<file path="config.mk">
export PLATFORM = sky130hd
export DESIGN_NAME = video_lane_assembler
export DESIGN_NICKNAME = d
export VERILOG_FILES = /design/src/rtl/vla_pkg.sv /design/src/rtl/vla_rst_sync.sv /design/src/rtl/vla_phase_ctr.sv /design/src/rtl/vla_lane_shift.sv /design/src/rtl/vla_sb_sync.sv /design/src/rtl/video_lane_assembler.sv
export SDC_FILE = /design/constraint.sdc
export NUM_CORES = 1
export LEC_CHECK = 0
export ABC_CLOCK_PERIOD_IN_PS = 1650
export BUFFER_PORTS_ARGS = -buffer_cell sky130_fd_sc_hd__buf_2
export CORE_MARGIN = 2
export CORE_UTILIZATION = 48
export DETAILED_ROUTE_END_ITERATION = 10
export PLACE_DENSITY = 0.69
export SYNTH_ARGS = -nofsm -noshare
export SYNTH_HDL_FRONTEND = slang
export SYNTH_SLANG_ARGS = --single-unit
</file>
<file path="constraint.sdc">
create_clock -name bit_clk -period 1.65 [get_ports bit_clk]
set_input_delay 0.33 -clock bit_clk [delete_from_list [all_inputs] [get_ports bit_clk]]
set_output_delay 0.33 -clock bit_clk [all_outputs]
set_load 0.05 [all_outputs]
</file>
<file path="src/rtl/vla_pkg.sv">
package vla_pkg;
  localparam int unsigned DEF_LANES   = 3;
  localparam int unsigned DEF_BITS    = 7;
  localparam int unsigned DEF_SB      = 3;
  localparam int unsigned DEF_SYNC    = 2;

  function automatic int unsigned payload_width(input int unsigned lanes,
                                                input int unsigned bits,
                                                input int unsigned sb);
    return lanes * bits + sb;
  endfunction
endpackage

</file>
<file path="src/rtl/vla_rst_sync.sv">
module vla_rst_sync (
  input  logic clk,
  input  logic rst_n,
  output logic rst_n_sync
);
  logic [1:0] chain_q;

  always_ff @(posedge clk or negedge rst_n) begin
    if (!rst_n) chain_q <= 2'b00;
    else        chain_q <= {chain_q[0], 1'b1};
  end

  assign rst_n_sync = chain_q[1];
endmodule

</file>
<file path="src/rtl/vla_phase_ctr.sv">
module vla_phase_ctr #(
  parameter int unsigned BITS = vla_pkg::DEF_BITS
) (
  input  logic clk,
  input  logic rst_n,
  input  logic align_i,
  output logic word_done_o,
  output logic locked_o
);
  localparam int unsigned CW = (BITS > 1) ? $clog2(BITS) : 1;
  localparam logic [CW-1:0] LAST = CW'(BITS - 1);

  logic [CW-1:0] cnt_q, cnt_d, idx;
  logic          locked_q, locked_d;

  always_comb begin
    idx         = align_i ? '0 : cnt_q;
    cnt_d       = (idx == LAST) ? '0 : idx + CW'(1);
    locked_d    = locked_q | align_i;
    word_done_o = locked_d && (idx == LAST);
  end

  always_ff @(posedge clk or negedge rst_n) begin
    if (!rst_n) begin
      cnt_q    <= '0;
      locked_q <= 1'b0;
    end else begin
      cnt_q    <= cnt_d;
      locked_q <= locked_d;
    end
  end

  assign locked_o = locked_q;

  assert_cnt_range_R3: assert property (@(posedge clk) disable iff (!rst_n)
    cnt_q <= LAST);

  assert_done_spacing_R3: assert property (@(posedge clk) disable iff (!rst_n)
    word_done_o && !align_i |=> !word_done_o || align_i);

  assert_realign_R7: assert property (@(posedge clk) disable iff (!rst_n)
    align_i |=> (cnt_q == CW'(1 % BITS)));
endmodule

</file>
<file path="src/rtl/vla_lane_shift.sv">
module vla_lane_shift #(
  parameter int unsigned BITS = vla_pkg::DEF_BITS
) (
  input  logic            clk,
  input  logic            rst_n,
  input  logic            bit_i,
  output logic [BITS-1:0] word_o
);
  logic [BITS-2:0] sr_q, sr_d;

  always_comb begin
    sr_d   = {sr_q[BITS-3:0], bit_i};
    word_o = {sr_q, bit_i};
  end

  always_ff @(posedge clk or negedge rst_n) begin
    if (!rst_n) sr_q <= '0;
    else        sr_q <= sr_d;
  end
endmodule

</file>
<file path="src/rtl/vla_sb_sync.sv">
module vla_sb_sync #(
  parameter int unsigned WIDTH  = vla_pkg::DEF_SB,
  parameter int unsigned STAGES = vla_pkg::DEF_SYNC
) (
  input  logic             clk,
  input  logic             rst_n,
  input  logic [WIDTH-1:0] async_i,
  output logic [WIDTH-1:0] sync_o
);
  logic [WIDTH-1:0] stage_q [STAGES];

  generate
    for (genvar s = 0; s < STAGES; s++) begin : g_stage
      logic [WIDTH-1:0] stage_d;
      if (s == 0) begin : g_first
        always_comb stage_d = async_i;
      end else begin : g_next
        always_comb stage_d = stage_q[s-1];
      end
      always_ff @(posedge clk or negedge rst_n) begin
        if (!rst_n) stage_q[s] <= '0;
        else        stage_q[s] <= stage_d;
      end
    end
  endgenerate

  assign sync_o = stage_q[STAGES-1];
endmodule

</file>
<file path="src/rtl/video_lane_assembler.sv">
module video_lane_assembler #(
  parameter int unsigned LANES = vla_pkg::DEF_LANES,
  parameter int unsigned BITS  = vla_pkg::DEF_BITS,
  parameter int unsigned SB    = vla_pkg::DEF_SB,
  parameter int unsigned PW    = vla_pkg::payload_width(LANES, BITS, SB)
) (
  input  logic             bit_clk,
  input  logic             rst_n,
  input  logic             frame_align,
  input  logic [LANES-1:0] lane_data,
  input  logic [SB-1:0]    side_band,
  output logic [PW-1:0]    payload,
  output logic             payload_valid
);
  localparam int unsigned LANE_W = LANES * BITS;

  logic              rst_n_s;
  logic              word_done, locked;
  logic [LANE_W-1:0] lane_word;
  logic [SB-1:0]     sb_sync;
  logic [PW-1:0]     payload_q, payload_d;
  logic              valid_q, valid_d;

  vla_rst_sync u_rst (
    .clk        (bit_clk),
    .rst_n      (rst_n),
    .rst_n_sync (rst_n_s)
  );

  vla_phase_ctr #(.BITS(BITS)) u_ctr (
    .clk         (bit_clk),
    .rst_n       (rst_n_s),
    .align_i     (frame_align),
    .word_done_o (word_done),
    .locked_o    (locked)
  );

  generate
    for (genvar l = 0; l < LANES; l++) begin : g_lane
      vla_lane_shift #(.BITS(BITS)) u_lane (
        .clk    (bit_clk),
        .rst_n  (rst_n_s),
        .bit_i  (lane_data[l]),
        .word_o (lane_word[l*BITS +: BITS])
      );
    end
  endgenerate

  vla_sb_sync #(.WIDTH(SB), .STAGES(vla_pkg::DEF_SYNC)) u_sb (
    .clk     (bit_clk),
    .rst_n   (rst_n_s),
    .async_i (side_band),
    .sync_o  (sb_sync)
  );

  always_comb begin
    payload_d = payload_q;
    if (word_done) payload_d = {sb_sync, lane_word};
    valid_d = word_done;
  end

  always_ff @(posedge bit_clk or negedge rst_n_s) begin
    if (!rst_n_s) begin
      payload_q <= '0;
      valid_q   <= 1'b0;
    end else begin
      payload_q <= payload_d;
      valid_q   <= valid_d;
    end
  end

  assign payload       = payload_q;
  assign payload_valid = valid_q;

  assert_valid_locked_R2: assert property (@(posedge bit_clk) disable iff (!rst_n_s)
    payload_valid |-> locked);

  assert_hold_between_R6: assert property (@(posedge bit_clk) disable iff (!rst_n_s)
    !payload_valid |-> $stable(payload));

  assert_reset_idle_R1: assert property (@(posedge bit_clk)
    !rst_n_s |-> !payload_valid && (payload == '0));
endmodule

</file>
; Yosys cells after proc, flatten, opt, wreduce, memory -nomap -nowiden
; Cells that the tools add are included.
[word_totals]
reg_bits = 55
inputBits = 9
output_inout_bits = 25
[op_classes]
add_sub_neg = 1
n_bitwise = 1
muxes = 2
reduce_logical = 1
eq_ne = 1
[op_table]
columns = operator, count
row1 = 3-bit two-way mux, 2
row2 = 3-bit by 1-bit adder with 3-bit output (second input constant), 1
row3 = 3-bit == test (second input constant), 1
row4 = 1-bit logical AND, 1
row5 = 1-bit bitwise OR, 1

; Depth between registers and ports, before layout
; Gate-level depths: netlist of run 1.
[depth]
ltp_word = 3
depth_mapped = 4

; By module
; From an unflattened synthesis of run 1, not the netlist that was laid out.
[hier_totals]
hier_cells = 97
hier_area_um2 = 1871.8
[modules_own_cells]
columns = mod, n_inst, area_each_um2, seq_area_each_um2, cells_per_inst
row1 = video_lane_assembler, 1, 1022.2, 625.6, 52
row2 = vla_lane_shift, 3, 157.7, 150.1, 7
row3 = vla_phase_ctr, 1, 172.7, 100.1, 15
row4 = vla_sb_sync, 1, 150.1, 150.1, 6
row5 = vla_rst_sync, 1, 53.8, 50.0, 3

; Worst setup path after synthesis of run 1
; OpenSTA, ideal clock, no wires.
[synth_timing]
path_type = flip-flop to flip-flop
startpoint = register u_ctr.cnt_q[0]
endpoint = register payload_q[10] (netlist: payload[10])
path_buffers = 1
synth_period_minus_slack_ps = 1292
setup_slack_ps = 358
path_stages_with_launch = 5
arrival_ps = 1166
t_required_ps = 1525
cell_sequence = dfrtp_1 > nor2_2 > nand4_4 > buf_6 > mux2_4
[synth_via]
elab_chain_cells = 3
[synth_lines]
columns = item, line_no
row1 = start: declaration, vla_phase_ctr.sv:13  ; logic [CW-1:0] cnt_q, cnt_d, idx;
row2 = start signal: assignment, vla_phase_ctr.sv:28  ; cnt_q <= cnt_d;
row3 = 3-bit two-way mux, vla_phase_ctr.sv:17  ; idx = align_i ? '0 : cnt_q;
row4 = 3-bit == test, vla_phase_ctr.sv:20  ; word_done_o = locked_d && (idx == LAST);
row5 = 1-bit logical AND, vla_phase_ctr.sv:20
row6 = end signal: assignment, video_lane_assembler.sv:67  ; payload_q <= payload_d;
row7 = end: declaration, video_lane_assembler.sv:21  ; logic [PW-1:0] payload_q, payload_d;
; No other way between the ends.
; A chain may end at the register's enable or synchronous reset.

; Worst setup path after layout of run 1
[layout_timing]
startpoint = register u_ctr.cnt_q[0]
endpoint = register payload_q[7] (netlist: payload[7])
; Same word-level chain as after synthesis.

==> results.tsv, run 1 <==
metric	value	unit
skew	0.00376	ns
antenna_found_initial	0	
cts_num_sinks	55	
dp_cells	175	
dpl_cell_area	2070	um2
cpPeakStageDelay	0.44	ns
cts_buffer_depth	2	
critPathArrivalTime	1.50	ns
synth_warnings	0	
ir_drop	0.793	mV
num_vias	862	
syn_inst	94	
grt_first_pass_wirelength	3.95	mm
viasPerCell	4.68	
io_pins	34	
gp_congestion	0.635	
synthSimpleGateAreaFrac	0.0335	
fp.dieW	65.7	um
cellPowerDensity	1370	nW/um2
overflow	0	
slew_violations	0	
synth_mux_area_frac	0.192	
endpoint_kind	flip-flop	
drcViolationCount	0	
row_count	22	
core_area	3660	um2
grt_usage	0.132	
n_antenna_cell	0	
ctsResizeCount	0	
syn-cell-area	1830	um2
port_buffers	33	
root_buffer	clkbuf_8	
start_util	0.500	
max-cap-violations	0	
synth_top_family_by_area	multiplexers	
nFillCells	298	
drive_gt1_frac	0.522	
clkTransAtPathRegs	0.09	ns
synth_compound_area_frac	0.00547	
insertion_delay	0.29	ns
wl_per_cell	13.2	um
hold_path_class	in2reg	
setup_violations	0	
ant_nets	0	
fin_cells	184	
drtIter0Drc	23	
synth-adder-area-share	0	
die_area	4320	um2
grt_setup_unrepaired	false	
finalHoldViolCount	0	
fmax	758	MHz
cp_cell_sequence	nor2_2 -> nand4_4 -> buf_12 -> mux2_4	
fp.dieH	65.7	um
synth_cell_types	14	
numCtsBuffers	5	
first_pass_iters	4	
period_share	0.800	
ys_ff_latch	55	
cts_tree	done	
grt_max_degree	54	
hpwl	1.64	mm
status	finished clean	
cp.buffers_inverters	1	
area_growth	19.4	%
ys_seq_area_frac	0.752	
nNetsFinal	144	
htree_levels	2	
crit_path_start_kind	flip-flop	
wl	2.43	mm
yosys.area_share.xor_xnor	0	
synth_nets	103	
cp_top_family	flip-flops	
grt_pass1_vias	829	
slowest_stage	dfrtp_1	
syn_avg_cell_area	19.5	um2
crit_type	reg2reg	
cp.required	1.83	ns
fin_crit	1.32	ns
cp_max_fo	25	
final.setup.tns	0	ns
p_leak	1.17	nW
final_cell_area	2180	um2
## power by group
part / switching (W) / internal [W] / total [W] / leakage (nW)
sequential: 0.0000778 / 0.00148 / 0.00156 / 0.685
clock: 0.000382 / 0.000383 / 0.000765 / 0.0515
combinational: 0.000454 / 0.000205 / 0.000659 / 0.432
total: 0.000913 / 0.00207 / 0.00299 / 1.17
## registers in the layout, indices dropped and copies added (netlist names)
register              flops
g_lane.u_lane.sr_q       18
payload                  24
payload_valid             1
u_ctr.cnt_q               3
u_ctr.locked_o            1
u_rst.chain_q             2
u_sb.g_stage.stage_d      3
u_sb.sync_o               3
## cell families (layout without fill, tap and decap cells)
group | Yosys count | in the layout
flip-flops | 55 | 55
AND/OR/NAND/NOR | 8 | 8
other | 1 | 1
multiplexers | 25 | 25
AO/OA/AOI/OAI | 2 | 2
buffers and inverters | 3 | 45
## timing repair
action                                  CTS  global route
buffers inserted                          0             0
endpoints found under the setup margin    0             0
hold buffers                              1             0
endpoints found under the hold margin     2             0
## worst register-to-register path: stages (launching register included)
cell and delay [ns]:
dfrtp_1 0.44, nor2_2 0.14, nand4_4 0.12, buf_12 0.20, mux2_4 0.31
## synthesized netlist by cell type (all sizes together)
cell type / count / area [um2]
mux2i: 1 / 10.0
or2: 2 / 12.5
nand3b: 1 / 7.51
a21oi: 2 / 10.0
buf: 2 / 22.5
nor2: 3 / 13.8
conb: 1 / 3.75
mux2: 24 / 342
dfrtp: 55 / 1380
inv: 1 / 3.75
nand4: 1 / 21.3
nand2b: 1 / 6.26
## metrics by stage
| step | hold WS (ns) | worst slack [ns] | utilization | total power, W |
|---|---|---|---|---|
| finish | 0.135 | 0.331 | 0.596 | 0.00299 |
| global route | 0.117 | 0.276 | 0.596 | 0.00313 |
| CTS | 0.129 | 0.327 | 0.596 | 0.00302 |
| detailed placement | 0.116 | 0.284 | 0.566 | 0.00226 |
| global placement | 0.113 | 0.315 | 0.566 | 0.00224 |
| floorplan | 0.0344 | 0.00547 | - | 0.00210 |
## worst paths after layout
path | cells past startpoint | slack (ns) | from | endpoint
min in group asynchronous | 1 | 0.25 | u_rst.chain_q[1] | g_lane[1].u_lane.sr_q[2]
worst min register to register | 1 | 0.25 | u_rst.chain_q[1] | g_lane[1].u_lane.sr_q[2]
worst min-delay path | 1 | 0.13 | side_band[2] | u_sb.g_stage[1].stage_d[2]
worst max register to register | 4 | 0.33 | u_ctr.cnt_q[0] | payload[7]
worst max-delay path | 4 | 0.33 | u_ctr.cnt_q[0] | payload[7]
max in group asynchronous | 1 | 1.18 | u_rst.chain_q[1] | u_ctr.cnt_q[1]
## cell usage in the layout, fill, tap and decap left out
master	netlist	routed
a21oi_1	2	2
buf_12	0	2
buf_2	0	33
clkbuf_1	0	1
clkbuf_8	0	7
conb_1	1	1
dfrtp_1	55	54
dfrtp_2	0	1
dlygate4sd3_1	0	1
inv_1	1	1
mux2_2	5	5
mux2_4	19	19
mux2i_1	1	1
nand2b_1	1	1
nand3b_1	1	1
nand4_4	1	1
nor2_1	2	2
nor2_2	1	1
or2_2	2	2
## metal layers
metal	routed length [um]	global-route usage	vias up
met1	1030	0.165	440
met2	1250	0.198	24
met4	23	0.0547	0
met5	0	0	-
li1	-	-	396
met3	127	0.0616	2
## cell type report
class                   count  area, um2  area share
well taps                  48       60.1      0.0275
inverters                   1       3.75     0.00172
repair buffers             36        215      0.0986
multi-input cells          36        427       0.195
flip-flops and latches     55       1380       0.631
clock buffers               8        100      0.0458
Note: power is estimated with default switching activity, not from simulation.
==> run 2, diff against run 1 <==
--- a/config.mk
+++ b/config.mk
@@ -5,12 +5,13 @@
 export SDC_FILE = /design/constraint.sdc
 export NUM_CORES = 1
 export LEC_CHECK = 0
-export ABC_CLOCK_PERIOD_IN_PS = 1650
+export ABC_AREA = 1
+export ABC_CLOCK_PERIOD_IN_PS = 1300
 export BUFFER_PORTS_ARGS = -buffer_cell sky130_fd_sc_hd__buf_2
 export CORE_MARGIN = 2
-export CORE_UTILIZATION = 48
+export CORE_UTILIZATION = 53
 export DETAILED_ROUTE_END_ITERATION = 10
-export PLACE_DENSITY = 0.69
+export PLACE_DENSITY = 0.72
 export SYNTH_ARGS = -nofsm -noshare
 export SYNTH_HDL_FRONTEND = slang
 export SYNTH_SLANG_ARGS = --single-unit
==> constraint.sdc (replaced) <==
create_clock -name bit_clk -period 1.3 [get_ports bit_clk]
set_input_delay 0.26 -clock bit_clk [delete_from_list [all_inputs] [get_ports bit_clk]]
set_output_delay 0.26 -clock bit_clk [all_outputs]
set_load 0.05 [all_outputs]
==> results.tsv, run 2 <==
metric	value	unit	change
status	finished clean		unchanged
synth_nets	164		was 103
cpPeakStageDelay	0.38	ns	was 0.44 ns
cellPowerDensity	1560	nW/um2	was 1370 nW/um2
grt_first_pass_wirelength	4.95	mm	was 3.95 mm
postCtsSetupRepairBufs	0		unchanged
final.setup.tns	0	ns	unchanged
numCtsBuffers	5		unchanged
core_area	3390	um2	was 3660 um2
gp_congestion	0.655		was 0.635
ys_seq_area_frac	0.726		was 0.752
root_buffer	clkbuf_4		was clkbuf_8
cts_buffer_depth	2		unchanged
crit_type	reg2out		was reg2reg
ant_nets	0		unchanged
synth.most_common_cell	dfrtp_1		unchanged
num_vias	1255		was 862
period_share	0.971		
io_pins	34		unchanged
syn_avg_cell_area	12.2	um2	was 19.5 um2
cp_top_family	flip-flops		unchanged
fmax	792	MHz	
clkTransAtPathRegs	0.13	ns	was 0.09 ns
cp.buffers_inverters	1		unchanged
r2r-start	u_ctr.cnt_q[0]		unchanged
critPathArrivalTime	1.00	ns	was 1.50 ns
met3_usage	0.0423		was 0.0616
hold_path_class	in2async		was in2reg
syn_inst	155		was 94
first_pass_iters	4		unchanged
p_leak	1.21	nW	was 1.17 nW
power_frac_seq	0.561		was 0.523
setup_violations	0		unchanged
cp.required	1.04	ns	was 1.83 ns
largest_register_ffs	24		unchanged
die_area	4070	um2	was 4320 um2
fin_crit	1.26	ns	
yosys.area.top_type	dfrtp_1		unchanged
grt_pass1_vias	1152		was 829
drcViolationCount	0		unchanged
skew	0.0108	ns	was 0.00376 ns
htree_levels	2		unchanged
synth_warnings	0		unchanged
n_antenna_cell	0		unchanged
critPathLaunch	payload[15]		was u_ctr.cnt_q[0]
grt_usage	0.162		was 0.132
swShare	0.350		was 0.306
syn-cell-area	1900	um2	was 1830 um2
endpoint_kind	primary output		was flip-flop
synthFlopType	dfrtp_1		unchanged
finalHoldViolCount	0		unchanged
cp_cell_sequence	buf_2		was nor2_2 -> nand4_4 -> buf_12 -> mux2_4
nNetsFinal	212		was 144
row_count	21		was 22
drtIter0Drc	62		was 23
hpwl	1.91	mm	was 1.64 mm
pwr-share-clk	0.182		was 0.256
pwr-share-comb	0.257		was 0.221
crit_path_start_kind	flip-flop		unchanged
max-cap-violations	0		unchanged
yosys-top-cells-count	dfrtp_1, nand2_1, nand3_1		was dfrtp_1, mux2_4, mux2_2
slowest_stage	dfrtp_1		unchanged
antenna_found_initial	0		unchanged
p_int	0.00231	W	was 0.00207 W
fp.dieW	63.8	um	was 65.7 um
wl	3.46	mm	was 2.43 mm
async_flop_share	1.00		unchanged
fp.dieH	63.8	um	was 65.7 um
p_switching	0.00125	W	was 0.000913 W
ir_drop	0.864	mV	was 0.793 mV
wl_per_cell	13.9	um	was 13.2 um
synth_area_leaders	dfrtp_1, nand2_1, nand3_1, buf_6, buf_8		was dfrtp_1, mux2_4, mux2_2, buf_6, nand4_4
layout_commonest_cell	dfrtp_1		unchanged
use_met2	0.260		was 0.198
top_usage_layer	met2		unchanged
layout_common_cells	dfrtp_1, nand2_1, nand3_1, buf_2, clkbuf_4		was dfrtp_1, buf_2, mux2_4, clkbuf_8, mux2_2
viasPerCell	5.06		was 4.68
overflow	0		unchanged
synth_cell_types	16		was 14
grtUsageMet1	0.203		was 0.165
ys_ff_latch	55		unchanged
drive_gt1_frac	0.277		was 0.522
cp_max_fo	2		was 25
yosysTopAreaCellShare	0.726		was 0.752
insertion_delay	0.36	ns	was 0.29 ns
port_buffers	33		unchanged
synth_edf_count	0		unchanged
start_util	0.559		was 0.500
cts_num_sinks	55		unchanged
power	0.00355	W	was 0.00299 W
slew_violations	0		unchanged
area_growth	20.2	%	was 19.4%
grt_max_degree	54		unchanged
cts_tree	done		unchanged
==> run 2: logic make-up after synthesis <==
family | count (synthesis) | synth area share
and+or+nand+nor | 84 | 0.208
DFF | 55 | 0.726
buffers and inverters | 13 | 0.0587
AOI/OAI and AO/OA | 2 | 0.00528
other | 1 | 0.00198
==> run 2: final timing paths <==
path                       slack (ns)  cells past startpoint                to
setup / recovery                 0.04                      1       payload[15]
hold / removal                   0.20                      2  u_rst.chain_q[1]
hold reg to reg                  0.25                      1        payload[7]
max in group asynchronous        0.82                      1       payload[10]
min in group bit_clk             0.20                      3    u_ctr.locked_o
setup reg to reg                 0.07                      5       payload[12]
==> run 2: power groups by stage <==
| stage | logic [W] | registers, W | clock network, W |
|---|---|---|---|
| after floorplan | 0.000134 | 0.00253 | 0 |
| after CTS | 0.000858 | 0.00199 | 0.000660 |
| after global placement | 0.000838 | 0.00201 | 0 |
| after global routing | 0.000971 | 0.00202 | 0.000739 |
| after detailed placement | 0.000850 | 0.00202 | 0 |
| final | 0.000914 | 0.00199 | 0.000646 |
==> run 2: area by class of cell <==
cell class | instances | area [um2]
Sequential cell | 55 | 1380
Fill cell | 267 | 1110
Multi-Input combinational cell | 92 | 477
Timing Repair Buffer | 43 | 303
Tap cell | 46 | 57.6
Clock buffer | 6 | 41.3
Inverter | 6 | 22.5
==> run 2: per-layer routing <==
metal / part of all wire / routed length, um / vias to the layer above
li1: - / - / 591
met1: 0.43 / 1490 / 620
met2: 0.50 / 1730 / 37
met3: 0.050 / 172 / 7
met4: 0.021 / 72 / 0
met5: 0 / 0 / -
==> run 2: timing repair <==
item / 4_1_cts / 5_1_grt
resized for setup: 0 / 17
hold buffers: 4 / 3
endpoints found under the setup margin: 0 / 33
endpoints found under the hold margin: 5 / 3
==> run 2: through the flow <==
stage / hold WS (ns) / util / setup WS [ns] / cell area [um2] / cells
floorplan: -0.0356 / - / 0.292 / 1900 / 155
global placement: 0.0441 / 0.609 / 0.183 / 2070 / 230
detailed placement: 0.0475 / 0.609 / 0.0831 / 2070 / 230
CTS: 0.00546 / 0.633 / 0.0188 / 2150 / 240
global route: 0.196 / 0.672 / -0.00818 / 2280 / 248
finish: 0.197 / 0.672 / 0.0376 / 2280 / 248
